$ cat config.mk
export PLATFORM = sky130hd
export DESIGN_NAME = tws_slave_rx
export DESIGN_NICKNAME = d
export VERILOG_FILES = /design/src/rtl/tws_pkg.sv /design/src/rtl/tws_line_sync.sv /design/src/rtl/tws_host_regs.sv /design/src/rtl/tws_rx_engine.sv /design/src/rtl/tws_slave_rx.sv
export SDC_FILE = /design/constraint.sdc
export NUM_CORES = 1
export LEC_CHECK = 0
export BUFFER_PORTS_ARGS = -buffer_cell sky130_fd_sc_hd__buf_2
export CAP_MARGIN = 20
export CORE_ASPECT_RATIO = 0.8
export CORE_UTILIZATION = 58
export DETAILED_ROUTE_END_ITERATION = 7
export MAX_ROUTING_LAYER = met4
export PLACE_DENSITY = 0.79
export SYNTH_ARGS = -nofsm -noshare
export SYNTH_HDL_FRONTEND = slang
export SYNTH_SLANG_ARGS = --single-unit
$ cat constraint.sdc
create_clock -name clk -period 2.2 [get_ports clk]
set_clock_uncertainty 0.05 [all_clocks]
set_input_delay 0.22 -clock clk [delete_from_list [all_inputs] [get_ports clk]]
set_output_delay 0.22 -clock clk [all_outputs]
set_load 0.01 [all_outputs]
$ cat src/rtl/tws_pkg.sv
package tws_pkg;

  localparam int REG_AW = 2;

  typedef enum logic [2:0] {
    ST_IDLE,
    ST_ADDR,
    ST_AACK,
    ST_DATA,
    ST_DACK,
    ST_HOLD
  } rx_state_e;

  localparam logic [REG_AW-1:0] RA_CTRL = 2'd0;
  localparam logic [REG_AW-1:0] RA_OWN  = 2'd1;
  localparam logic [REG_AW-1:0] RA_STAT = 2'd2;
  localparam logic [REG_AW-1:0] RA_DATA = 2'd3;

  localparam int CB_FLAG = 7;
  localparam int CB_ACK  = 6;
  localparam int CB_EN   = 0;

  localparam logic [7:0] SC_OWN_W    = 8'h60;
  localparam logic [7:0] SC_ARB_W    = 8'h68;
  localparam logic [7:0] SC_GC_W     = 8'h70;
  localparam logic [7:0] SC_OWN_ACK  = 8'h80;
  localparam logic [7:0] SC_OWN_NACK = 8'h88;
  localparam logic [7:0] SC_GC_ACK   = 8'h90;
  localparam logic [7:0] SC_GC_NACK  = 8'h98;
  localparam logic [7:0] SC_STOP     = 8'hA0;
  localparam logic [7:0] SC_NONE     = 8'hF8;

endpackage

$ cat src/rtl/tws_line_sync.sv
module tws_line_sync #(
  parameter int STAGES = 2
) (
  input  logic clk,
  input  logic rst_n,
  input  logic scl_i,
  input  logic sda_i,
  output logic scl_s,
  output logic sda_s,
  output logic scl_rise,
  output logic scl_fall,
  output logic start_det,
  output logic stop_det
);

  localparam int LAST = STAGES - 1;

  logic [LAST:0] scl_pipe_q;
  logic [LAST:0] sda_pipe_q;
  logic          scl_d_q;
  logic          sda_d_q;

  // Both lines idle high, so the chains reset to ones.
  genvar g;
  generate
    for (g = 0; g < STAGES; g++) begin : g_stage
      always_ff @(posedge clk or negedge rst_n) begin
        if (!rst_n) begin
          scl_pipe_q[g] <= 1'b1;
          sda_pipe_q[g] <= 1'b1;
        end else begin
          scl_pipe_q[g] <= (g == 0) ? scl_i : scl_pipe_q[(g == 0) ? 0 : g - 1];
          sda_pipe_q[g] <= (g == 0) ? sda_i : sda_pipe_q[(g == 0) ? 0 : g - 1];
        end
      end
    end
  endgenerate

  always_ff @(posedge clk or negedge rst_n) begin
    if (!rst_n) begin
      scl_d_q <= 1'b1;
      sda_d_q <= 1'b1;
    end else begin
      scl_d_q <= scl_pipe_q[LAST];
      sda_d_q <= sda_pipe_q[LAST];
    end
  end

  always_comb begin
    scl_s     = scl_pipe_q[LAST];
    sda_s     = sda_pipe_q[LAST];
    scl_rise  = scl_s & ~scl_d_q;
    scl_fall  = ~scl_s & scl_d_q;
    // A data edge counts as a condition only with the clock high on both samples.
    start_det = scl_s & scl_d_q & sda_d_q & ~sda_s;
    stop_det  = scl_s & scl_d_q & ~sda_d_q & sda_s;
  end

endmodule

$ cat src/rtl/tws_host_regs.sv
module tws_host_regs
  import tws_pkg::*;
#(
  parameter int DW = 8
) (
  input  logic              clk,
  input  logic              rst_n,
  input  logic              wr_en,
  input  logic [REG_AW-1:0] addr,
  input  logic [DW-1:0]     wdata,
  input  logic              raise,
  input  logic [7:0]        raise_code,
  input  logic              raise_latch,
  input  logic [DW-1:0]     rx_byte,
  output logic              en,
  output logic              ack_en,
  output logic [DW-2:0]     own_addr,
  output logic              gc_en,
  output logic              flag,
  output logic              clr_pulse,
  output logic              ack_at_clr,
  output logic [DW-1:0]     rdata
);

  logic          en_q,   en_n;
  logic          ack_q,  ack_n;
  logic [DW-1:0] own_q,  own_n;
  logic          flag_q, flag_n;
  logic [7:0]    stat_q, stat_n;
  logic [DW-1:0] data_q, data_n;
  logic          wr_ctrl, wr_own;

  always_comb begin
    wr_ctrl    = wr_en && (addr == RA_CTRL);
    wr_own     = wr_en && (addr == RA_OWN);
    clr_pulse  = wr_ctrl && wdata[CB_FLAG] && flag_q;
    ack_at_clr = wdata[CB_ACK];

    en_n   = wr_ctrl ? wdata[CB_EN]  : en_q;
    ack_n  = wr_ctrl ? wdata[CB_ACK] : ack_q;
    own_n  = wr_own  ? wdata         : own_q;
    stat_n = raise   ? raise_code    : stat_q;
    data_n = (raise && raise_latch) ? rx_byte : data_q;
    if (raise)          flag_n = 1'b1;
    else if (clr_pulse) flag_n = 1'b0;
    else                flag_n = flag_q;
  end

  always_ff @(posedge clk or negedge rst_n) begin
    if (!rst_n) begin
      en_q   <= 1'b0;
      ack_q  <= 1'b0;
      own_q  <= '0;
      flag_q <= 1'b0;
      stat_q <= SC_NONE;
      data_q <= '0;
    end else begin
      en_q   <= en_n;
      ack_q  <= ack_n;
      own_q  <= own_n;
      flag_q <= flag_n;
      stat_q <= stat_n;
      data_q <= data_n;
    end
  end

  always_comb begin
    en       = en_q;
    ack_en   = ack_q;
    own_addr = own_q[DW-1:1];
    gc_en    = own_q[0];
    flag     = flag_q;
    rdata    = '0;
    unique case (addr)
      RA_CTRL: begin
        rdata[CB_FLAG] = flag_q;
        rdata[CB_ACK]  = ack_q;
        rdata[CB_EN]   = en_q;
      end
      RA_OWN:  rdata = own_q;
      RA_STAT: rdata = flag_q ? stat_q : SC_NONE;
      default: rdata = data_q;
    endcase
  end

  // a reported event shows up on the flag one cycle later.
  a_r1_raise_sets_flag: assert property (@(posedge clk) disable iff (!rst_n)
    raise |=> flag_q);

  // a clear write without a concurrent event drops the flag.
  a_r8_clear_drops_flag: assert property (@(posedge clk) disable iff (!rst_n)
    (clr_pulse && !raise) |=> !flag_q);

  // the data register is frozen while the flag stays set.
  a_r11_data_frozen: assert property (@(posedge clk) disable iff (!rst_n)
    (flag_q && $past(flag_q)) |-> $stable(data_q));

endmodule

$ cat src/rtl/tws_rx_engine.sv
module tws_rx_engine
  import tws_pkg::*;
#(
  parameter int DW = 8
) (
  input  logic          clk,
  input  logic          rst_n,
  input  logic          en,
  input  logic          ack_en,
  input  logic [DW-2:0] own_addr,
  input  logic          gc_en,
  input  logic          arb_lost,
  input  logic          scl_s,
  input  logic          sda_s,
  input  logic          scl_rise,
  input  logic          scl_fall,
  input  logic          start_det,
  input  logic          stop_det,
  input  logic          flag,
  input  logic          clr_pulse,
  input  logic          ack_at_clr,
  output logic          raise,
  output logic [7:0]    raise_code,
  output logic          raise_latch,
  output logic [DW-1:0] rx_byte,
  output logic          sda_low,
  output logic          scl_low
);

  localparam int CW = $clog2(DW + 1);

  rx_state_e     state_q, state_n;
  logic [CW-1:0] cnt_q, cnt_n;
  logic [DW-1:0] sh_q, sh_n;
  logic          match_q, match_n;
  logic          gc_q, gc_n;
  logic          ack_next_q, ack_next_n;
  logic          nack_q, nack_n;
  logic          arb_q, arb_n;
  logic          hold_q, hold_n;

  logic [DW-1:0] byte_in;
  logic          own_hit, gc_hit, addressed, last_bit, full;

  always_comb begin
    byte_in   = {sh_q[DW-2:0], sda_s};
    own_hit   = (byte_in[DW-1:1] == own_addr) && !byte_in[0];
    gc_hit    = gc_en && (byte_in == '0);
    addressed = (state_q == ST_DATA) || (state_q == ST_DACK);
    last_bit  = (cnt_q == CW'(DW - 1));
    full      = (cnt_q == CW'(DW));
  end

  always_comb begin
    state_n     = state_q;
    cnt_n       = cnt_q;
    sh_n        = sh_q;
    match_n     = match_q;
    gc_n        = gc_q;
    ack_next_n  = ack_next_q;
    nack_n      = nack_q;
    arb_n       = arb_q | arb_lost;
    hold_n      = 1'b0;
    raise       = 1'b0;
    raise_code  = SC_NONE;
    raise_latch = 1'b0;

    if (!en) begin
      state_n = ST_IDLE;
    end else begin
      // Grab the clock only once the bus has already brought it low.
      hold_n = flag && (hold_q || !scl_s);
      if (start_det) begin
        if (addressed) begin
          raise      = 1'b1;
          raise_code = SC_STOP;
        end
        state_n = ST_ADDR;
        cnt_n   = '0;
      end else if (stop_det) begin
        if (addressed) begin
          raise      = 1'b1;
          raise_code = SC_STOP;
        end
        state_n = ST_IDLE;
      end else begin
        unique case (state_q)
          ST_ADDR: begin
            if (scl_rise && !full) begin
              sh_n  = byte_in;
              cnt_n = cnt_q + CW'(1);
              if (last_bit) begin
                match_n = ack_en && (own_hit || gc_hit);
                gc_n    = gc_hit;
              end
            end else if (scl_fall && full) begin
              state_n = match_q ? ST_AACK : ST_IDLE;
            end
          end
          ST_AACK: begin
            if (scl_fall) begin
              raise       = 1'b1;
              raise_latch = 1'b1;
              nack_n      = 1'b0;
              state_n     = ST_HOLD;
              if (gc_q) begin
                raise_code = SC_GC_W;
              end else begin
                raise_code = arb_q ? SC_ARB_W : SC_OWN_W;
                arb_n      = 1'b0;
              end
            end
          end
          ST_DATA: begin
            if (scl_rise && !full) begin
              sh_n  = byte_in;
              cnt_n = cnt_q + CW'(1);
            end else if (scl_fall && full) begin
              state_n = ST_DACK;
            end
          end
          ST_DACK: begin
            if (scl_fall) begin
              raise       = 1'b1;
              raise_latch = 1'b1;
              nack_n      = !ack_next_q;
              state_n     = ST_HOLD;
              if (gc_q) raise_code = ack_next_q ? SC_GC_ACK  : SC_GC_NACK;
              else      raise_code = ack_next_q ? SC_OWN_ACK : SC_OWN_NACK;
            end
          end
          ST_HOLD: begin
            if (clr_pulse) begin
              cnt_n      = '0;
              ack_next_n = ack_at_clr;
              state_n    = nack_q ? ST_IDLE : ST_DATA;
            end
          end
          default: state_n = ST_IDLE;
        endcase
      end
    end
  end

  always_ff @(posedge clk or negedge rst_n) begin
    if (!rst_n) begin
      state_q    <= ST_IDLE;
      cnt_q      <= '0;
      sh_q       <= '0;
      match_q    <= 1'b0;
      gc_q       <= 1'b0;
      ack_next_q <= 1'b0;
      nack_q     <= 1'b0;
      arb_q      <= 1'b0;
      hold_q     <= 1'b0;
    end else begin
      state_q    <= state_n;
      cnt_q      <= cnt_n;
      sh_q       <= sh_n;
      match_q    <= match_n;
      gc_q       <= gc_n;
      ack_next_q <= ack_next_n;
      nack_q     <= nack_n;
      arb_q      <= arb_n;
      hold_q     <= hold_n;
    end
  end

  always_comb begin
    rx_byte = sh_q;
    scl_low = hold_q;
    sda_low = en && ((state_q == ST_AACK) || ((state_q == ST_DACK) && ack_next_q));
  end

  // no stretching unless the flag was pending on this or the previous cycle.
  a_r8_hold_needs_flag: assert property (@(posedge clk) disable iff (!rst_n)
    (!flag && !$past(flag)) |-> !scl_low);

  // a disabled block lets go of both lines.
  a_r10_quiet_when_off: assert property (@(posedge clk) disable iff (!rst_n)
    !en |=> (!sda_low && !scl_low));

  // one pending event at a time; no new report while the flag is up.
  a_r7_single_report: assert property (@(posedge clk) disable iff (!rst_n)
    raise |-> !flag);

endmodule

$ cat src/rtl/tws_slave_rx.sv
module tws_slave_rx
  import tws_pkg::*;
#(
  parameter int DW          = 8,
  parameter int SYNC_STAGES = 2
) (
  input  logic              clk,
  input  logic              rst_n,
  input  logic              scl_i,
  input  logic              sda_i,
  output logic              scl_low_o,
  output logic              sda_low_o,
  input  logic              arb_lost_i,
  input  logic              reg_wr_i,
  input  logic [REG_AW-1:0] reg_addr_i,
  input  logic [DW-1:0]     reg_wdata_i,
  output logic [DW-1:0]     reg_rdata_o,
  output logic              irq_o
);

  logic [1:0] rst_pipe_q;
  logic       rst_sync_n;

  // Assert asynchronously, release on the clock.
  always_ff @(posedge clk or negedge rst_n) begin
    if (!rst_n) rst_pipe_q <= 2'b00;
    else        rst_pipe_q <= {rst_pipe_q[0], 1'b1};
  end
  assign rst_sync_n = rst_pipe_q[1];

  logic scl_s, sda_s, scl_rise, scl_fall, start_det, stop_det;
  logic en, ack_en, gc_en, flag, clr_pulse, ack_at_clr;
  logic raise, raise_latch;
  logic [7:0]    raise_code;
  logic [DW-1:0] rx_byte;
  logic [DW-2:0] own_addr;

  tws_line_sync #(.STAGES(SYNC_STAGES)) u_sync (
    .clk       (clk),
    .rst_n     (rst_sync_n),
    .scl_i     (scl_i),
    .sda_i     (sda_i),
    .scl_s     (scl_s),
    .sda_s     (sda_s),
    .scl_rise  (scl_rise),
    .scl_fall  (scl_fall),
    .start_det (start_det),
    .stop_det  (stop_det)
  );

  tws_rx_engine #(.DW(DW)) u_engine (
    .clk         (clk),
    .rst_n       (rst_sync_n),
    .en          (en),
    .ack_en      (ack_en),
    .own_addr    (own_addr),
    .gc_en       (gc_en),
    .arb_lost    (arb_lost_i),
    .scl_s       (scl_s),
    .sda_s       (sda_s),
    .scl_rise    (scl_rise),
    .scl_fall    (scl_fall),
    .start_det   (start_det),
    .stop_det    (stop_det),
    .flag        (flag),
    .clr_pulse   (clr_pulse),
    .ack_at_clr  (ack_at_clr),
    .raise       (raise),
    .raise_code  (raise_code),
    .raise_latch (raise_latch),
    .rx_byte     (rx_byte),
    .sda_low     (sda_low_o),
    .scl_low     (scl_low_o)
  );

  tws_host_regs #(.DW(DW)) u_regs (
    .clk         (clk),
    .rst_n       (rst_sync_n),
    .wr_en       (reg_wr_i),
    .addr        (reg_addr_i),
    .wdata       (reg_wdata_i),
    .raise       (raise),
    .raise_code  (raise_code),
    .raise_latch (raise_latch),
    .rx_byte     (rx_byte),
    .en          (en),
    .ack_en      (ack_en),
    .own_addr    (own_addr),
    .gc_en       (gc_en),
    .flag        (flag),
    .clr_pulse   (clr_pulse),
    .ack_at_clr  (ack_at_clr),
    .rdata       (reg_rdata_o)
  );

  assign irq_o = flag;

endmodule

Word level (Yosys, flattened, before mapping)
Index checks and enable logic that the tools add are counted.
- output and inout port bits: 11
- flip-flop bits (word level): 56
- input port bits: 16
- equal/unequal tests: 21
- reductions and logical operators: 34
- add/sub/neg operators: 1
- mux-type cells: 54
- bitwise gates (word level): 14
- operators with widths (cell ; number):
    2-to-1 mux 8 bit ; 8
    2-to-1 mux 4 bit ; 7
    2-to-1 mux 3 bit ; 9
    2-to-1 mux 1 bit ; 20
    != test 5 bit, second input constant ; 4
    AND reduction 6 bit ; 3
    one-hot mux 8 bit (2 select lines) ; 1
    one-hot mux 5 bit (3 select lines) ; 1
    AND reduction 5 bit ; 3
    logical AND 1 bit ; 13
    one-hot mux 3 bit (4 select lines) ; 1
    != test 5 x 4 -> 1 bit, second input constant ; 2
    zero test 8 bit ; 1
    one-hot mux 4 bit (2 select lines) ; 1
    bitwise AND 1 bit ; 7
    equality test 7 bit ; 1
    2-to-1 mux 7 bit ; 1
    equality test 3 x 2 -> 1 bit, second input constant ; 2
    equality test 3 bit, second input constant ; 2
    inverter 1 bit ; 6
    one-hot mux 2 bit (3 select lines) ; 1
    adder 4 x 1 -> 4 bit, second input constant ; 1
    equality test 4 x 3 -> 1 bit, second input constant ; 1
    equality test 4 bit, second input constant ; 1
    17 further kinds ; 27

Logic depth before layout (Yosys ltp)
- depth after elaboration: 9
- gate-level depth with buffers: 8
- gate-level depth less buffers: 7

Hierarchy
From an unflattened synthesis, not the netlist that was laid out.
- cell total of the unflattened synthesis: 261
- area, all modules: 2944.1 µm²
- modules (own cells, without submodules) (module ; cells an instance ; seq. area each (µm²) ; area each (µm²) ; times used):
    tws_rx_engine ; 159 ; 525.5 ; 1401.3 ; 1
    tws_host_regs ; 89 ; 681.9 ; 1298.7 ; 1
    tws_line_sync ; 10 ; 157.7 ; 190.2 ; 1
    tws_slave_rx ; 3 ; 50.0 ; 53.8 ; 1

Worst setup path after synthesis
Ideal clock, no wire load.
- path type: register -> register
- start: register u_sync.scl_pipe_q[1] (netlist: u_sync.scl_s)
- end: register u_engine.sh_q[0] (netlist: u_engine.rx_byte[0])
- path buffers: 2
- clock period less this slack: 1858 ps
- arrival time: 1683 ps
- stages on the path, launching flop included: 6
- library setup time: 125 ps
- path slack: 342 ps
- path through: dfstp_2 > buf_2 > nand2b_1 > nor4b_4 > buf_2 > mux2_2
- cells in the longest elaborated chain, start to end: 5
- ends and longest elaborated chain (element ; RTL line ; text):
    start, declared ; tws_line_sync.sv:18 ; logic [LAST:0] scl_pipe_q;
    start signal, assigned by index ; tws_line_sync.sv:32 ; scl_pipe_q[g] <= (g == 0) ? scl_i : scl_pipe_q[(g == 0) ? 0 : g - 1];
    bitwise AND 1 bit ; tws_line_sync.sv:55, tws_line_sync.sv:56 ;
    bitwise AND 1 bit, on equally long branches (2 in series) ; tws_line_sync.sv:56, tws_line_sync.sv:55 ;
    inverter 1 bit (no line) ; -- ;
    AND reduction 5 bit (no line) (*) ; -- ;
    end signal, assigned ; tws_rx_engine.sv:159 ; sh_q <= sh_n;
    end, declared ; tws_rx_engine.sv:34 ; logic [DW-1:0] sh_q, sh_n;
Every way passes the cells marked *; elsewhere a longest branch is shown, timed or not.
A chain may end at the register's enable or synchronous reset.

Worst setup path after layout
- start: register u_sync.scl_d_q
- end: register u_regs.data_q[3]
- cells in the longest elaborated chain, start to end: 7
- ends and longest elaborated chain (element ; RTL line ; text):
    start, declared ; tws_line_sync.sv:20 ; logic scl_d_q;
    start signal, assigned ; tws_line_sync.sv:44 ; scl_d_q <= scl_pipe_q[LAST];
    bitwise AND 1 bit, on equally long branches ; tws_line_sync.sv:53, tws_line_sync.sv:55, tws_line_sync.sv:56 ;
    2-to-1 mux 1 bit or bitwise AND 1 bit (tied branches) ; tws_rx_engine.sv:101, tws_rx_engine.sv:123, tws_line_sync.sv:56 ;
    2-to-1 mux 1 bit or bitwise AND 1 bit (tied branches) ; -- ;
    2-to-1 mux 1 bit ; tws_rx_engine.sv:80 ; end else if (stop_det) begin
    2-to-1 mux 1 bit ; tws_rx_engine.sv:73 ; if (start_det) begin
    2-to-1 mux 1 bit ; tws_rx_engine.sv:68 ; if (!en) begin
    logical AND 1 bit (*) ; tws_host_regs.sv:43 ; data_n = (raise && raise_latch) ? rx_byte : data_q;
    end signal, assigned ; tws_host_regs.sv:63 ; data_q <= data_n;
    end, declared ; tws_host_regs.sv:30 ; logic [DW-1:0] data_q, data_n;
Marks and branches as above.

==> summary.md <==
| Metric | Value |
|---|---|
| CTS Buf Count | 5 |
| Top-count cell post-synth | dfrtp_1 |
| Reg2reg path depth | 4 |
| Die area | 0.00486 mm^2 |
| Seq/Total Area, Yosys | 0.504 |
| Pwr Density | 703 mW/mm^2 |
| Leak | 1.35 nW |
| Total track usage | 0.272 |
| Buffers on Ports | 26 |
| Register area | 0.00134 mm^2 |
| Cell internal pwr | 1.54 mW |
| CP cell instances | or3b_4, a21oi_2, nand2_2, mux2_4 |
| Post-synth EDFFs | 0 |
| Syn_area_per_cell | around 11 um^2 |
| Die height | 62.6 um |
| Worst setup path class | flip-flop to flip-flop |
| Cell family with most CP delay | flip-flops |
| Layout cell share with drive strength beyond 1 | 0.328 |
| Critical Path Start | u_sync.scl_d_q |
| Launch point of the worst reg-to-reg path | u_sync.scl_d_q |
| CP required | 2.34 ns |
| H-tree depth | 2 |
| Predominant post-synthesis flop cell | dfrtp_1 |
| Synth unique cells | 52 |
| Skew-Pair Late Insertion Delay | 0.30 ns |
| Detailed Routing Iterations Pass 1 | 4 |
| Buf/Inv on CP | 0 |
| Fin. max-slew vios | 0 |
| Status | finished, final reports clean |
| Flop2flop setup slack | ~0.27 ns |
| Slew HR | 0.576 |
| Post-synth top area cell | dfrtp_1 |
| Area growth, synth to finish | 12.4% |
| Synth warn | 0 |
| Startpoint type of the worst setup path | flip-flop |
| Fin crit period | a little under 2 ns |
| Setup crit end kind | flip-flop |
| Share of the synthesized area in the top cell type | 0.395 |
| Via count | a little under 2,000 |
| Max Cap Violations | 0 |
| Sw Ratio | 0.267 |
| Via/cell ratio | 6.03 |
| Final wirelength | between 5 and 6 mm |
| FP Rows | 21 |
| Post-DP HPWL | approximately 4.2 mm |
| Design Power | 2.10 mW |
| Iter 0 DRT Violations | 85 |
| Multi-input gate area | around 0.0012 mm^2 |
| Worst Max-Slew Pin Slew | 0.637 ns |
| Mapped Nets | 255 |
| Fmax | 518 MHz |
| Initial Utilization | 0.621 |
| Worst VDD drop | 0.568 mV |
| IO Count | 27 |
| Post-synth top cells | dfrtp_1, nand2_1, mux2_2 |
| Synth async-reset ratio | 1.00 |
| Flops & latches, synth | between 50 and 60 |
| Setup TNS | 0 ns |
| Final count of negative-setup-slack endpoints | 0 |
| Clk sink count | 53 |
| Vias in the first global route | just under 2,000 |
| Worst R2R End | u_regs.data_q[3] |
| Final-stage net count | around 290 |
| Period Utilization, post-route | 0.878 |
| Drt wl/cell | around 18 um |
| Core area | approximately 0.0043 mm^2 |
| WHS Endpoint | u_regs.own_q[2] |
| Chip Width | around 78 um |
| Slowest-stage cell, CP | dfstp_2 |
| Clock root cell | clkbuf_8 |
| Global placement routability congestion | 0.899 |
| Fillers | approximately 350 |
| CTS tree | yes |
| DRT antenna net count | 0 |
| Initial antenna violation count | 0 |
| Final hold vios | 0 |
| Seq pwr share | 0.551 |
| Cells after synthesis | 237 |
| Largest net degree at the start of global routing | 30 |
| Worst EP arrival | 2.07 ns |
| Congestion Overflow GR | 0 |
| # DRC | 0 |
| Bufs on Longest Clock Path | 2 |
| Min-delay worst type | primary input to flip-flop |
| Ant. Diodes | 0 |
| First-pass GRT wire length | between 9 and 10 mm |
| Crit path largest cell delay | approximately 0.64 ns |
| Area contributors post-synth | dfrtp_1, dfstp_2, mux2_2, nand2_1, mux2_4 |
| Combinational fraction of design power | 0.136 |
| Clk pwr share | 0.314 |
| Min-delay src | reg_wdata_i[2] |
| Worst hold stages | 2 |
| RSZ-0062 raised after global routing | no |
| Clock slew at reported path FFs | ~0.10 ns |
| Synthesized area | 0.00266 mm^2 |
| Sw power | 0.562 mW |
| Worst-path maximum fanout | 12 |
-- worst max-delay path by stage --
stage	end	slack, ns	cells past startpoint
2_1_floorplan	u_engine.rx_byte[0]	0.34	5
4_1_cts	u_regs.data_q[3]	0.27	4
3_5_place_dp	u_regs.data_q[1]	0.31	4
5_1_grt	u_regs.stat_q[4]	0.14	5
3_3_place_gp	u_regs.data_q[2]	0.34	4
6_report	u_regs.data_q[3]	0.27	4
-- metrics by stage --
stage / util / area [um^2] / instances / hold WS [ns] / setup WS [ns]
floorplan: - / 2660 / 237 / -0.126 / 0.342
global placement: 0.664 / 2850 / 314 / -0.0451 / 0.337
detailed placement: 0.664 / 2850 / 314 / -0.0427 / 0.306
CTS: 0.698 / 2990 / 325 / 0.0870 / 0.270
global route: 0.698 / 2990 / 325 / 0.0803 / 0.143
finish: 0.698 / 2990 / 325 / 0.0969 / 0.268
-- routing by layer --
layer	vias up	global-route usage	wire, um
met5	-	-	0
met4	0	0.0825	57
met3	6	0.0511	246
met2	52	0.389	2540
met1	977	0.394	2850
li1	924	-	-
-- kinds of logic after synthesis --
kind of cell / count (synthesis) / synth area share
DFF: 53 / 0.504
and+or+nand+nor: 64 / 0.130
other: 1 / 0.00141
buffers and inverters: 19 / 0.0320
adders and majority gates: 2 / 0.00941
AOI/OAI and AO/OA: 58 / 0.155
xor gates and xnor gates: 8 / 0.0263
muxes: 32 / 0.142
-- power groups by stage --
stage / Sequential, mW / Clock, mW / Combinational (mW)
floorplan: 1.14 / 0 / 0.205
global placement: 1.17 / 0 / 0.274
detailed placement: 1.18 / 0 / 0.279
CTS: 1.16 / 0.678 / 0.285
global route: 1.17 / 0.723 / 0.313
finish: 1.16 / 0.660 / 0.285
-- sequential cells by signal, indices dropped and copies added (netlist names), 2 cells and up --
register and count:
rst_pipe_q 2, u_engine.cnt_q 4, u_engine.rx_byte 8, u_engine.state_q 3
u_regs.data_q 8, u_regs.own_q 8, u_regs.stat_q 5
-- layout by cell type (no fill, tap or decap), drive strengths merged, types with 2 or more instances in the layout --
cell and n:
mux2 28, a31oi 3, nor3b 2, a21boi 3, buf 31, o21ai 18
nand2b 4, dlygate4sd3 3, a41oi 2, a21o 2, clkbuf 5, inv 8
nor4b 2, nand4 5, xnor2 7, nor3 2, a21oi 8, nand3b 2
mux2i 4, dfstp 11, nand3 4, ha 2, o21a 4, nor4 2
o21ba 2, o31ai 2, nand2 26, dfrtp 42, nor2 10, o221ai 6
-- what timing repair did --
| action | CTS | global route |
|---|---|---|
| resized for setup | 0 | 0 |
| hold buffers | 3 | 0 |
| hold endpoints to repair | 4 | 0 |
| buffers inserted | 0 | 0 |
-- worst reg2reg max path, delay by kind of cell (launching register included) --
family	cells	cell delay, ns
AND/OR/NAND/NOR	2	0.64
multiplexers	1	0.37
flip-flops	1	0.64
AO/OA/AOI/OAI	1	0.13
-- cell type report --
cell class	count	area share
Timing Repair Buffer	34	0.0661
Clock inverter	3	0.0155
Multi-Input combinational cell	165	0.413
Sequential cell	53	0.449
Clock buffer	5	0.0230
Tap cell	57	0.0238
Inverter	8	0.0100
Power figures use the tool's default switching activity.
